## src/rtl/irqa_pkg.sv

```systemverilog
package irqa_pkg;
    localparam int SRC_N  = 64;
    localparam int PRIO_W = 4;
    localparam int MASK_W = 5;
    localparam int IDX_W  = $clog2(SRC_N);
    localparam int VEC_W  = 32;

    typedef struct packed {
        logic              vld;
        logic [PRIO_W-1:0] prio;
        logic [IDX_W-1:0]  idx;
    } cand_t;
endpackage

```

## src/rtl/irqa_cfg_regs.sv

```systemverilog
module irqa_cfg_regs
    import irqa_pkg::*;
#(
    parameter int N  = SRC_N,
    parameter int PW = PRIO_W,
    parameter int MW = MASK_W
) (
    input  logic          clk,
    input  logic          rst_n,
    input  logic          en_wr,
    input  logic [N-1:0]  en_val,
    input  logic          fast_wr,
    input  logic [N-1:0]  fast_val,
    input  logic          prio_wr,
    input  logic [N*PW-1:0] prio_val,
    input  logic          mask_wr,
    input  logic [MW-1:0] mask_val,
    output logic [N-1:0]  en_q,
    output logic [N-1:0]  fast_q,
    output logic [N*PW-1:0] prio_q,
    output logic [MW-1:0] mask_q
);
    always_ff @(posedge clk or negedge rst_n) begin
        if (!rst_n) begin
            en_q   <= '0;
            fast_q <= '0;
            prio_q <= '0;
            mask_q <= '1;
        end else begin
            if (en_wr)   en_q   <= en_val;
            if (fast_wr) fast_q <= fast_val;
            if (prio_wr) prio_q <= prio_val;
            if (mask_wr) mask_q <= mask_val;
        end
    end

    p_mask_reset_r1: assert property (@(posedge clk)
        !rst_n |=> (mask_q == '1 && en_q == '0 && fast_q == '0 && prio_q == '0));
endmodule

```

## src/rtl/irqa_pend_bank.sv

```systemverilog
module irqa_pend_bank
    import irqa_pkg::*;
#(
    parameter int N = SRC_N
) (
    input  logic         clk,
    input  logic         rst_n,
    input  logic [N-1:0] lvl,
    input  logic [N-1:0] clr,
    output logic [N-1:0] pend_q
);
    logic [N-1:0] lvl_q;
    logic [N-1:0] rise;
    logic [N-1:0] fall;

    assign rise = lvl & ~lvl_q;
    assign fall = ~lvl & lvl_q;

    always_ff @(posedge clk or negedge rst_n) begin
        if (!rst_n) begin
            lvl_q  <= '0;
            pend_q <= '0;
        end else begin
            lvl_q  <= lvl;
            pend_q <= (pend_q | rise) & ~fall & ~clr;
        end
    end

    p_rise_sets_r2: assert property (@(posedge clk) disable iff (!rst_n)
        ((rise & ~clr) != '0) |=>
        ((pend_q & $past(rise & ~clr)) == $past(rise & ~clr)));

    p_fall_clears_r2: assert property (@(posedge clk) disable iff (!rst_n)
        (fall != '0) |=> ((pend_q & $past(fall)) == '0));

    p_clr_wins_r9: assert property (@(posedge clk) disable iff (!rst_n)
        (clr != '0) |=> ((pend_q & $past(clr)) == '0));

    p_set_needs_rise_r9: assert property (@(posedge clk) disable iff (!rst_n)
        ((pend_q & ~$past(pend_q) & ~$past(rise)) == '0));
endmodule

```

## src/rtl/irqa_pick_tree.sv

```systemverilog
module irqa_pick_tree
    import irqa_pkg::*;
#(
    parameter int N       = SRC_N,
    parameter int PW      = PRIO_W,
    parameter bit BY_PRIO = 1'b1
) (
    input  logic [N-1:0]    req,
    input  logic [N*PW-1:0] prio,
    output cand_t           win
);
    localparam int NODES = 2 * N - 1;
    localparam int LEAF0 = N - 1;

    cand_t node [NODES];

    for (genvar i = 0; i < N; i++) begin : g_leaf
        logic [PW-1:0] pr;
        assign pr = BY_PRIO ? prio[i*PW +: PW] : '0;
        assign node[LEAF0 + i] = {req[i], pr, IDX_W'(i)};
    end

    for (genvar n = 0; n < LEAF0; n++) begin : g_node
        cand_t lo;
        cand_t hi;
        assign lo = node[2*n + 1];
        assign hi = node[2*n + 2];
        if (BY_PRIO) begin : g_prio
            assign node[n] = (hi.vld && (!lo.vld || hi.prio >= lo.prio)) ? hi : lo;
        end else begin : g_low
            assign node[n] = lo.vld ? lo : hi;
        end
    end

    assign win = node[0];
endmodule

```

## src/rtl/irq_prio_arbiter.sv

```systemverilog
module irq_prio_arbiter
    import irqa_pkg::*;
#(
    parameter int N  = SRC_N,
    parameter int PW = PRIO_W,
    parameter int MW = MASK_W,
    parameter int VW = VEC_W
) (
    input  logic           clk,
    input  logic           rst_n,
    input  logic [N-1:0]   src_lvl,
    input  logic           en_wr,
    input  logic [N-1:0]   en_val,
    input  logic           fast_wr,
    input  logic [N-1:0]   fast_val,
    input  logic           prio_wr,
    input  logic [N*PW-1:0] prio_val,
    input  logic           mask_wr,
    input  logic [MW-1:0]  mask_val,
    input  logic           nack,
    input  logic           fack,
    output logic           nreq,
    output logic           freq,
    output logic [VW-1:0]  nvec,
    output logic [VW-1:0]  fvec
);
    localparam int HALF = VW / 2;

    logic [N-1:0]    en_q, fast_q, pend_q;
    logic [N*PW-1:0] prio_q;
    logic [MW-1:0]   mask_q;
    logic [N-1:0]    ncand, fcand, nclr, fclr;
    cand_t           nwin, fwin;
    logic            nreq_d, freq_d, nreq_q, freq_q;

    irqa_cfg_regs #(.N(N), .PW(PW), .MW(MW)) u_cfg (
        .clk(clk), .rst_n(rst_n),
        .en_wr(en_wr), .en_val(en_val),
        .fast_wr(fast_wr), .fast_val(fast_val),
        .prio_wr(prio_wr), .prio_val(prio_val),
        .mask_wr(mask_wr), .mask_val(mask_val),
        .en_q(en_q), .fast_q(fast_q), .prio_q(prio_q), .mask_q(mask_q)
    );

    irqa_pend_bank #(.N(N)) u_pend (
        .clk(clk), .rst_n(rst_n), .lvl(src_lvl),
        .clr(nclr | fclr), .pend_q(pend_q)
    );

    assign ncand = pend_q & en_q & ~fast_q;
    assign fcand = pend_q & en_q & fast_q;

    irqa_pick_tree #(.N(N), .PW(PW), .BY_PRIO(1'b1)) u_ntree (
        .req(ncand), .prio(prio_q), .win(nwin)
    );

    irqa_pick_tree #(.N(N), .PW(PW), .BY_PRIO(1'b0)) u_ftree (
        .req(fcand), .prio(prio_q), .win(fwin)
    );

    assign nclr = (nack && nwin.vld) ? (N'(1) << nwin.idx) : '0;
    assign fclr = (fack && fwin.vld) ? (N'(1) << fwin.idx) : '0;

    always_comb begin
        freq_d = fwin.vld;
        nreq_d = nwin.vld && ((mask_q == '1) || (MW'(nwin.prio) > mask_q));
    end

    always_ff @(posedge clk or negedge rst_n) begin
        if (!rst_n) begin
            nreq_q <= 1'b0;
            freq_q <= 1'b0;
        end else begin
            nreq_q <= nreq_d;
            freq_q <= freq_d;
        end
    end

    assign nreq = nreq_q;
    assign freq = freq_q;
    assign nvec = nwin.vld ? {HALF'(nwin.idx), HALF'(nwin.prio)} : '1;
    assign fvec = fwin.vld ? VW'(fwin.idx) : '1;

    p_reset_idle_r1: assert property (@(posedge clk)
        !rst_n |=> (!nreq_q && !freq_q && pend_q == '0));

    p_freq_follow_r3: assert property (@(posedge clk) disable iff (!rst_n)
        (fcand != '0) |=> freq_q);

    p_freq_idle_r3: assert property (@(posedge clk) disable iff (!rst_n)
        (fcand == '0) |=> !freq_q);

    p_nreq_open_r4: assert property (@(posedge clk) disable iff (!rst_n)
        (mask_q == '1 && ncand != '0) |=> nreq_q);

    p_nreq_block_r5: assert property (@(posedge clk) disable iff (!rst_n)
        (mask_q != '1 && MW'(nwin.prio) <= mask_q) |=> !nreq_q);

    p_nreq_empty_r5: assert property (@(posedge clk) disable iff (!rst_n)
        (ncand == '0) |=> !nreq_q);

    p_nvec_none_r6: assert property (@(posedge clk) disable iff (!rst_n)
        (ncand == '0) |-> (nvec == '1));

    p_nvec_member_r6: assert property (@(posedge clk) disable iff (!rst_n)
        nwin.vld |-> ncand[nwin.idx]);

    p_nack_clear_r7: assert property (@(posedge clk) disable iff (!rst_n)
        (nack && nwin.vld) |=> !pend_q[$past(nwin.idx)]);

    p_fack_clear_r8: assert property (@(posedge clk) disable iff (!rst_n)
        (fack && fwin.vld) |=> !pend_q[$past(fwin.idx)]);

    p_fvec_lowest_r8: assert property (@(posedge clk) disable iff (!rst_n)
        fwin.vld |-> ((fcand & ((N'(1) << fwin.idx) - N'(1))) == '0));
endmodule

```

## config.mk

```make
export PLATFORM = sky130hd
export DESIGN_NAME = irq_prio_arbiter
export DESIGN_NICKNAME = d
export VERILOG_FILES = /design/src/rtl/irqa_pkg.sv /design/src/rtl/irqa_cfg_regs.sv /design/src/rtl/irqa_pend_bank.sv /design/src/rtl/irqa_pick_tree.sv /design/src/rtl/irq_prio_arbiter.sv
export SDC_FILE = /design/constraint.sdc
export NUM_CORES = 1
export LEC_CHECK = 0
export BUFFER_PORTS_ARGS = -buffer_cell sky130_fd_sc_hd__buf_2
export CORE_MARGIN = 2
export CORE_UTILIZATION = 63
export DETAILED_ROUTE_END_ITERATION = 8
export PLACE_DENSITY = 0.87
export SYNTH_ARGS = -nofsm -noshare
export SYNTH_HDL_FRONTEND = slang
export SYNTH_SLANG_ARGS = --single-unit
```

## constraint.sdc

```tcl
create_clock -name clk -period 18.8 [get_ports clk]
set_input_delay 0.94 -clock clk [delete_from_list [all_inputs] [get_ports clk]]
set_output_delay 0.94 -clock clk [all_outputs]
set_load 0.02 [all_outputs]
```

======== Yosys cells after proc, flatten, opt, wreduce, memory -nomap -nowiden ========
Index checks and enable logic that the tools add are counted.
word-level totals
  output and inout port bits .............. 66
  logic and storage cells ................. 412
  flip-flop bits (word level) ............. 519
  input port bits ......................... 461
cells by class
  bitwise operators ....................... 14
  magnitude comparators ................... 64
  equality and inequality tests ........... 1
  reduce and logical (&&, ||, !) cells .... 193
  muxes and demuxes ....................... 130
  shift-type cells ........................ 2
operators with widths
  operator                                           number
  two-way mux 11 bit                                 126
  bitwise AND 64 bit                                 7
  NOT 64 bit                                         5
  greater-or-equal comparator 4 bit                  63
  two-way mux 64 bit                                 2
  bitwise OR 64 bit                                  2
  left shift 1 x 6 -> 64 bit (first input constant)  2
  logical AND 1 bit                                  66
  logical OR 1 bit                                   64
  two-way mux 32 bit                                 2
  logical NOT 1 bit                                  63
  equality test 5 bit (second input constant)        1
  > comparator 4 x 5 -> 1 bit                        1

======== Longest topological paths before layout ========
Gate-level depths: netlist of run 1.
  word-level depth ........................ 31
  depth in mapped cells ................... 56
  depth with buffers taken out ............ 53

======== Hierarchy ========
A second synthesis of run 1 with hierarchy kept.
unflattened totals
  cell total of the unflattened synthesis .. 3732
  area, all modules ....................... 36670.2 um^2
by module, submodules not included
  module                    cells an instance  area an instance (um^2)  seq. area each (um^2)  instances
  irqa_pick_tree (u_ntree)  2065               14880.5                  0.0                    1
  irqa_cfg_regs             820                14526.4                  9740.6                 1
  irqa_pend_bank            320                4244.1                   3203.1                 1
  irq_prio_arbiter          406                2238.4                   50.0                   1
  irqa_pick_tree (u_ftree)  121                780.7                    0.0                    1

======== Worst setup path after synthesis of run 1 ========
No wires, ideal clock.
  path type ............................... register -> output
  start point ............................. register u_cfg.prio_q[42]
  end point ............................... output nvec[17]
  data arrival time ....................... 8872 ps
  path slack .............................. 8988 ps
  data required time ...................... 17860 ps
  stages on the path, launching flop included .. 44
  buffers on the path ..................... 0
  path through ............................ dfrtp_1 -> inv_1 -> ha_1 -> a21oi_1 -> o21ai_0 -> a2111oi_0 -> nor2_1 -> mux2_2 -> inv_1 -> ha_1 -> nand2b_1 -> a211oi_1 -> o21ai_0 -> o21ai_1 -> mux2_2 -> ha_1 -> o21ai_0 -> a21oi_1 -> (+8 left out) -> nor2_1 -> a221oi_1 -> inv_1 -> ha_1 -> o21ai_0 -> a21oi_1 -> o32ai_4 -> o21ai_0 -> ha_1 -> nand2b_1 -> a21o_1 -> a21o_1 -> a21oi_1 -> a21o_1 -> nor2_1 -> a32oi_1 -> inv_1 -> o21ai_0
between the ends
  cells in the longest elaborated chain, start to end .. 25
  elaborated cells between the ends (all ways) .. 28
  those cells by class .................... order compare (6); mux (7); reduce/logical (15)
ends and longest elaborated chain
  element                                                                 line                    text
  start, declared                                                         irqa_cfg_regs.sv:20     output logic [N*PW-1:0] prio_q,
  start signal, assigned                                                  irqa_cfg_regs.sv:32     if (prio_wr) prio_q <= prio_val;
  greater-or-equal comparator 4 bit                                       irqa_pick_tree.sv:29    assign node[n] = (hi.vld && (!lo.vld || hi.prio >= lo.prio)) ? hi : lo;
  logical OR 1 bit                                                        irqa_pick_tree.sv:29
  logical AND 1 bit                                                       irqa_pick_tree.sv:29
  two-way mux 11 bit (*)                                                  irqa_pick_tree.sv:29
  greater-or-equal comparator 4 bit                                       irqa_pick_tree.sv:29
  logical OR 1 bit                                                        irqa_pick_tree.sv:29
  logical AND 1 bit                                                       irqa_pick_tree.sv:29
  two-way mux 11 bit (*)                                                  irqa_pick_tree.sv:29
  (+9 left out)                                                           n/a
  logical OR 1 bit                                                        irqa_pick_tree.sv:29
  logical AND 1 bit                                                       irqa_pick_tree.sv:29
  two-way mux 11 bit (*)                                                  irqa_pick_tree.sv:29
  greater-or-equal comparator 4 bit or logical NOT 1 bit (tied branches)  irqa_pick_tree.sv:29
  logical OR 1 bit                                                        irqa_pick_tree.sv:29
  logical AND 1 bit                                                       irqa_pick_tree.sv:29
  two-way mux 11 bit (*)                                                  irqa_pick_tree.sv:29
  two-way mux 32 bit (*)                                                  irq_prio_arbiter.sv:81  assign nvec = nwin.vld ? {HALF'(nwin.idx), HALF'(nwin.prio)} : '1;
  end, declared                                                           irq_prio_arbiter.sv:24  output logic [VW-1:0] nvec,
Mark *: on every way between the ends. The rest lies on a longest branch, timed or not.

======== Final worst setup path of run 1 ========
  start point ............................. register u_cfg.prio_q[211]
  end point ............................... output nvec[17]
between the ends
  cells in the longest elaborated chain, start to end .. 25
  elaborated cells between the ends (all ways) .. 27
  those cells by class .................... order compare (6); mux (7); reduce/logical (14)
ends and longest elaborated chain
  element                                                                 line
  greater-or-equal comparator 4 bit                                       irqa_pick_tree.sv:29
  logical OR 1 bit                                                        irqa_pick_tree.sv:29
  logical AND 1 bit                                                       irqa_pick_tree.sv:29
  two-way mux 11 bit (*)                                                  irqa_pick_tree.sv:29
  greater-or-equal comparator 4 bit or logical NOT 1 bit (tied branches)  irqa_pick_tree.sv:29
  logical OR 1 bit                                                        irqa_pick_tree.sv:29
  logical AND 1 bit                                                       irqa_pick_tree.sv:29
  two-way mux 11 bit (*)                                                  irqa_pick_tree.sv:29
  (+9 left out)                                                           n/a
  logical OR 1 bit                                                        irqa_pick_tree.sv:29
  logical AND 1 bit                                                       irqa_pick_tree.sv:29
  two-way mux 11 bit (*)                                                  irqa_pick_tree.sv:29
  greater-or-equal comparator 4 bit                                       irqa_pick_tree.sv:29
  logical OR 1 bit                                                        irqa_pick_tree.sv:29
  logical AND 1 bit                                                       irqa_pick_tree.sv:29
  two-way mux 11 bit (*)                                                  irqa_pick_tree.sv:29
  two-way mux 32 bit (*)                                                  irq_prio_arbiter.sv:81
Marked as above.

==> impl_metrics.toml, run 1 <==
[timing]
relSlewSlack_pct = 7.72
fin_crit_sh_pct = 70.3
worst_pin_slew_ns = 1.37
finClkSkew_ns = 0.0136
final-setup-viol-count = 0
period_needed_ns = 13.21
rsz0062_at_grt = "no"
fmax_ghz = 0.0757
drv_slew = 0
fin_setup_tns_ns = 0
hold_viol = 0

[clock_tree]
cts_hold_buffers = 0
cts.clk_slew.worst_paths_ns = 0.06
cts_htree_levels = 2
numCtsBuffers = 56
cts-root-buf = "clkbuf_16"
clk_path_buf_depth = 3
insertion_delay_ns = 0.62
cts.sinks = 519
post_cts_resize_count = 0
cts_setup_buffers = 0
cts_tree = "yes"

[setup_path]
required_ns = 17.86
cp_max_fo = 18
reg2reg_from = "u_cfg.prio_q[211]$_DFFE_PN0P_"
setup.worst_path.start_class = "flop"
slowest_delay_ns = 1.12
path_delay_family = "compound AO/OA/AOI/OAI gates"
crit_buf_inv = 3
slowest_stage = "nor4bb_1"
worst_path_most_repeated_cell = "ha_1"
critPathArrivalTime_ns = 12.27
path_class = "flop to output port"
cp-end-kind = "output port"
startpoint = "u_cfg.prio_q[211]$_DFFE_PN0P_"

[route]
ant_nets = 0
drtIter0Drc = 2672
num_vias = 30300
drc = 0
wire_per_inst_um = 22.3
via_per_inst = 6.37
wl_um = 106000
dr.pass1.iters = 6

[power]
powerDensity_mw_per_mm2 = 199
finalPower_mw = 7.66
irDropWorstVdd_mv = 0.499
leakage_nw = 18.1

[synth]
ys_warn_count = 0
synth_nets = 4272
ys_seq_area_share_pct = 38.7
ys_types = 102
synth-edff-count = 0
synth_seq_cells = 519
synthCells = 3555
synthArstFlopShare_pct = 100
netlist_area_sq_mm = 0.0336
ys.flop_type = "dfrtp_1"
syn_area_per_cell_sq_um = 9.45

[floorplan]
dieArea_sq_mm = 0.0552
start_util_pct = 63.8
core_sq_mm = 0.0527
dieWidth_um = 235
die-height_um = 235
row_count = 84
io_pins = 527

[placed_design]
hpwl_um = 81400
gp_congestion = 0.997
dp.cells = 4635
portBuffers = 526

[global_routing]
grt_usage_pct = 37.6
grt_pass1_wl_um = 164000
grt-ovfl-total = 0
antenna_found_initial = 17
grt_pass1_vias = 29700
grt_max_degree = 143

[final_layout]
fill_cells = 3812
register_area_sq_mm = 0.0130
area_delta_synth_final_pct = 14.4
fin_cells = 4752
nets = 4722
final_layout_size_suffix_gt1_share_pct = 24.4
multi_input_area_sq_mm = 0.0187

[status]
outcome = "complete, no violations"

[flow_run]
max-cap-violations = 0

[worst_hold_path]
hold_class = "input port to async pin"
registers in the layout, indices dropped and copies added, names as in the netlist:
| register | count |
|---|---|
| u_pend.pend_q | 64 |
| nreq | 1 |
| u_cfg.mask_q | 5 |
| u_cfg.fast_q | 64 |
| freq | 1 |
| u_cfg.prio_q | 256 |
| u_cfg.en_q | 64 |
| u_pend.lvl_q | 64 |
cells in the mapped netlist, types with 36 or more instances:
cell type    n  area share, %
mux2_2     284            9.5
clkbuf_1    83           0.93
nand3b_1    47            1.0
nor3_1      83            1.2
buf_4       51            1.1
ha_1       256            9.5
nand2b_1    43           0.80
o21ai_0    342            5.1
dfrtp_1    514             38
inv_1      295            3.3
nand2_1    413            4.6
a211oi_1    42           0.94
mux2i_1     58            1.7
a31oi_1     36           0.67
o22ai_1     44           0.82
maj3_1      63            1.9
nor2_1      92            1.0
nand3_1     97            1.4
a21oi_1    152            2.3
report_power, final:
group / total (mW) / internal, mW / switching, mW
Clock: 1.18 / 0.699 / 0.477
Sequential: 1.45 / 1.27 / 0.175
Combinational: 5.04 / 1.51 / 3.53
Total: 7.66 / 3.48 / 4.18
placed cells by master (no fill, tap or decap), types with 23 or more instances in the layout:
cell and n:
ha_1 256, o21a_1 26, and3_1 23, nand2_1 413, mux2i_1 58, nor3_1 83
a31oi_1 36, o211ai_1 32, a32oi_1 31, and2_1 25, nand3b_1 47, a211oi_1 42
maj3_1 63, nand2b_1 43, a21o_1 24, dfrtp_1 514, o21ai_0 342, nor2_1 92
nand3_1 97, inv_1 295, buf_2 522, nor2b_1 29, nand4_1 25, a21oi_1 152
mux2_2 284, o22ai_1 44, clkbuf_16 57
cells by family after synthesis:
group | count (synthesis) | share of synthesized area, %
flip-flops | 519 | 38.7
adder cells (fa/ha/maj) | 319 | 11.4
AO/OA/AOI/OAI | 943 | 18.2
AND/OR/NAND/NOR | 980 | 14.7
buffers and inverters | 450 | 5.68
multiplexers | 344 | 11.3
layer usage:
metal	share of wire [%]	up-vias	GRT usage (%)	wire (um)
met1	40	14600	47.5	42200
met5	0.069	-	0	73
met4	5.8	12	20.4	6160
li1	-	13800	-	-
met2	46	1454	61.0	48700
met3	8.3	346	7.24	8760
final cells by class:
class	instances	share of cell area, %
antenna	15	0.0976
clock buffer	78	4.25
clock inverter	24	0.787
inverter	298	2.91
multi-input combinational	2586	48.7
sequential	519	33.8
tap	688	2.24
timing repair buffer	544	7.26
stage by stage:
stage	util (%)	hold WS (ns)	worst slack, ns	instance area (sq um)
final	73.0	0.362	5.59	38500
after global routing	73.0	0.434	4.85	38400
after CTS	72.9	0.405	5.98	38400
after detailed placement	69.3	0.507	6.66	36500
after global placement	69.3	0.506	6.91	36500
after floorplan	-	0.487	8.99	33600
final timing paths:
path                                                  to  slack, ns  cells after the start
setup / recovery                                nvec[17]       5.59                     39
setup reg to reg                          nreq$_DFF_PN0_       6.60                     43
hold / removal             u_cfg.prio_q[177]$_DFFE_PN0P_       0.36                      1
max in group asynchronous   u_cfg.prio_q[65]$_DFFE_PN0P_      15.11                      4
min in group clk              u_pend.lvl_q[31]$_DFF_PN0_       0.44                      1
hold reg to reg             u_cfg.fast_q[24]$_DFFE_PN0P_       0.52                      1
Power figures use the tool's default switching activity.
==> run 2, diff against run 1 <==
- CORE_UTILIZATION: 63 -> 53
- PLACE_DENSITY: 0.87 -> 0.78
- clock period: 18.8 -> 10.7 ns (I/O delays scaled with it)
==> run 2 against run 1 <==
Clock skew rose by 0.0098 ns. Register-to-register slack got worse by 5.8 ns. Die area rose by 19%. Sequential share of layout area fell by 1.3 points. Largest cell class unchanged. Clock-buffer cell count rose by 1. Final cell count rose by 5.2%. Critical path type unchanged. Global-route usage fell by 5.5 points. Clock power rose by 82%. Highest routed layer is now met4. Critical endpoint unchanged.
==> impl_metrics.toml, run 2 (synthesized netlist as in run 1, its figures left out) <==
[final_layout]
nets = 4791
top_register = "u_cfg.prio_q"
final_common_cell = "buf_2"
final_area_sq_mm = 0.0400
area_delta_synth_final_pct = 19.1
largest_reg_flops = 256
fin_cells = 5001
final_layout_size_suffix_gt1_share_pct = 28.3
final_cell_mix = "buf_2, dfrtp_1, nand2_1"

[timing]
period_needed_ns = 10.34
drv_slew = 0
fin_crit_sh_pct = 96.7
hold_ws_ns = 0.0283
fin_setup_tns_ns = 0
relSlewSlack_pct = 15.6
setup_slack_ns = 0.357
hold_viol = 0
worst_pin_slew_ns = 1.26
finClkSkew_ns = 0.0235
fmax_ghz = 0.0967
final-setup-viol-count = 0

[floorplan]
dieWidth_um = 256
core_sq_mm = 0.0629
dieArea_sq_mm = 0.0654
die-height_um = 256
row_count = 92
start_util_pct = 53.5
io_pins = 527

[global_routing]
grt_max_degree = 149
grt_usage_pct = 32.0
grt-ovfl-total = 0
grt_pass1_wl_um = 165000
antenna_found_initial = 27
grt_pass1_vias = 29100

[route]
wl_um = 108000
num_vias = 30000
drc = 0
dr.pass1.iters = 6
wire_per_inst_um = 21.6
ant_nets = 0
via_per_inst = 6.00
drtIter0Drc = 2522

[setup_path]
required_ns = 10.17
worst-r2r-cell-count = 46
critPathArrivalTime_ns = 9.81
cp_max_fo = 17
slowest_delay_ns = 0.43
setup.worst_path.start_class = "flop"
cp-end-kind = "output port"
slowest_stage = "mux2i_1"
r2r_slack_ns = 0.78
r2r_end = "nreq$_DFF_PN0_"
worst_path_most_repeated_cell = "ha_1"
path_class = "flop to output port"
reg2reg_from = "u_cfg.prio_q[179]$_DFFE_PN0P_"

[clock_tree]
cts_tree = "yes"
cts.sinks = 519
insertion_delay_ns = 0.63
cts-root-buf = "clkbuf_16"
cts_htree_levels = 2
numCtsBuffers = 57
clk_path_buf_depth = 3
cts.clk_slew.worst_paths_ns = 0.07

[placed_design]
hpwl_um = 83300
dp.cells = 4821
placed_area_sq_mm = 0.0369
gp_congestion = 0.971
portBuffers = 526
dp_worst_setup_slack_ns = 0.0349

[worst_hold_path]
min_to = "u_pend.lvl_q[27]$_DFF_PN0_"
worstHoldStart = "src_lvl[27]"
hold_class = "input port to flop"
min_path_cells = 1

[power]
powerDensity_mw_per_mm2 = 365
irDropWorstVdd_mv = 0.920
leakage_nw = 18.6

[flow_run]
max-cap-violations = 0

[status]
outcome = "complete, no violations"
==> run 2: cell types whose count changed in the layout (fill, tap and decap cells not counted), sizes merged <==
cell | before | now
inv | 297 | 299
clkinv | 15 | 16
dlygate4sd3 | 0 | 1
clkbuf | 78 | 79
buf | 544 | 611
bufinv | 7 | 8
diode | 15 | 33
==> run 2: through the flow <==
stage                     power (mW)  utilization (%)
final                           14.6             63.7
after CTS                       13.9             62.3
after global placement          11.5             58.7
after global routing            15.4             63.6
after floorplan                 8.12                -
after detailed placement        11.5             58.7
==> run 2: critical path: cells and delay by family, from the launching register on <==
family / cells / cell delay, ns
DFF: 1 / 0.36
and+or+nand+nor: 7 / 1.26
muxes: 2 / 0.73
AOI/OAI and AO/OA: 21 / 4.09
buffers and inverters: 7 / 0.97
adders and majority gates: 6 / 1.76
==> run 2: worst max-delay path by stage <==
| stage | end | slack [ns] | from | cells after the start |
|---|---|---|---|---|
| floorplan | nreq$_DFF_PN0_ | 1.06 | u_cfg.prio_q[42]$_DFFE_PN0P_ | 49 |
| CTS | nvec[17] | 0.006 | u_cfg.prio_q[62]$_DFFE_PN0P_ | 41 |
| global route | nvec[17] | -0.08 | u_cfg.prio_q[114]$_DFFE_PN0P_ | 46 |
| finish | nvec[17] | 0.36 | u_cfg.prio_q[179]$_DFFE_PN0P_ | 43 |
| detailed placement | nreq$_DFF_PN0_ | 0.03 | u_cfg.prio_q[10]$_DFFE_PN0P_ | 48 |
| global placement | nreq$_DFF_PN0_ | 0.23 | u_cfg.prio_q[14]$_DFFE_PN0P_ | 47 |
==> run 2: cell type report <==
cell class / count / area [sq um]
fillers: 5215 / 22800
multi-input cells: 2586 / 19400
flip-flops and latches: 519 / 13000
repair buffers: 612 / 3340
clock buffers: 79 / 1680
inverters: 298 / 1120
well taps: 846 / 1060
clock inverters: 28 / 370
diodes: 33 / 82.6
==> run 2: metal layers <==
layer  routed length [um]  part of all wire, %  global-route usage (%)
met1                45200                   42                    41.9
met2                51300                   47                    53.1
met3                 7200                  6.7                    4.65
met4                 4490                  4.1                    13.9
met5                    0                    0                       0
==> run 2: timing repair <==
item / 4_1_cts / 5_1_grt
pin swaps: 8 / 29
endpoints found under the hold margin: 49 / 0
buffers inserted: 7 / 32
hold buffers: 1 / 0
gates resized for setup: 32 / 140
endpoints found under the setup margin: 11 / 54
==> run 2: where the power goes <==
| part | internal, mW | switching, mW | total, mW | leakage (nW) |
|---|---|---|---|---|
| clock | 1.29 | 0.856 | 2.15 | 1.01 |
| sequential | 2.24 | 0.303 | 2.54 | 6.12 |
| combinational | 3.41 | 6.50 | 9.92 | 11.5 |
| total | 6.94 | 7.66 | 14.6 | 18.6 |
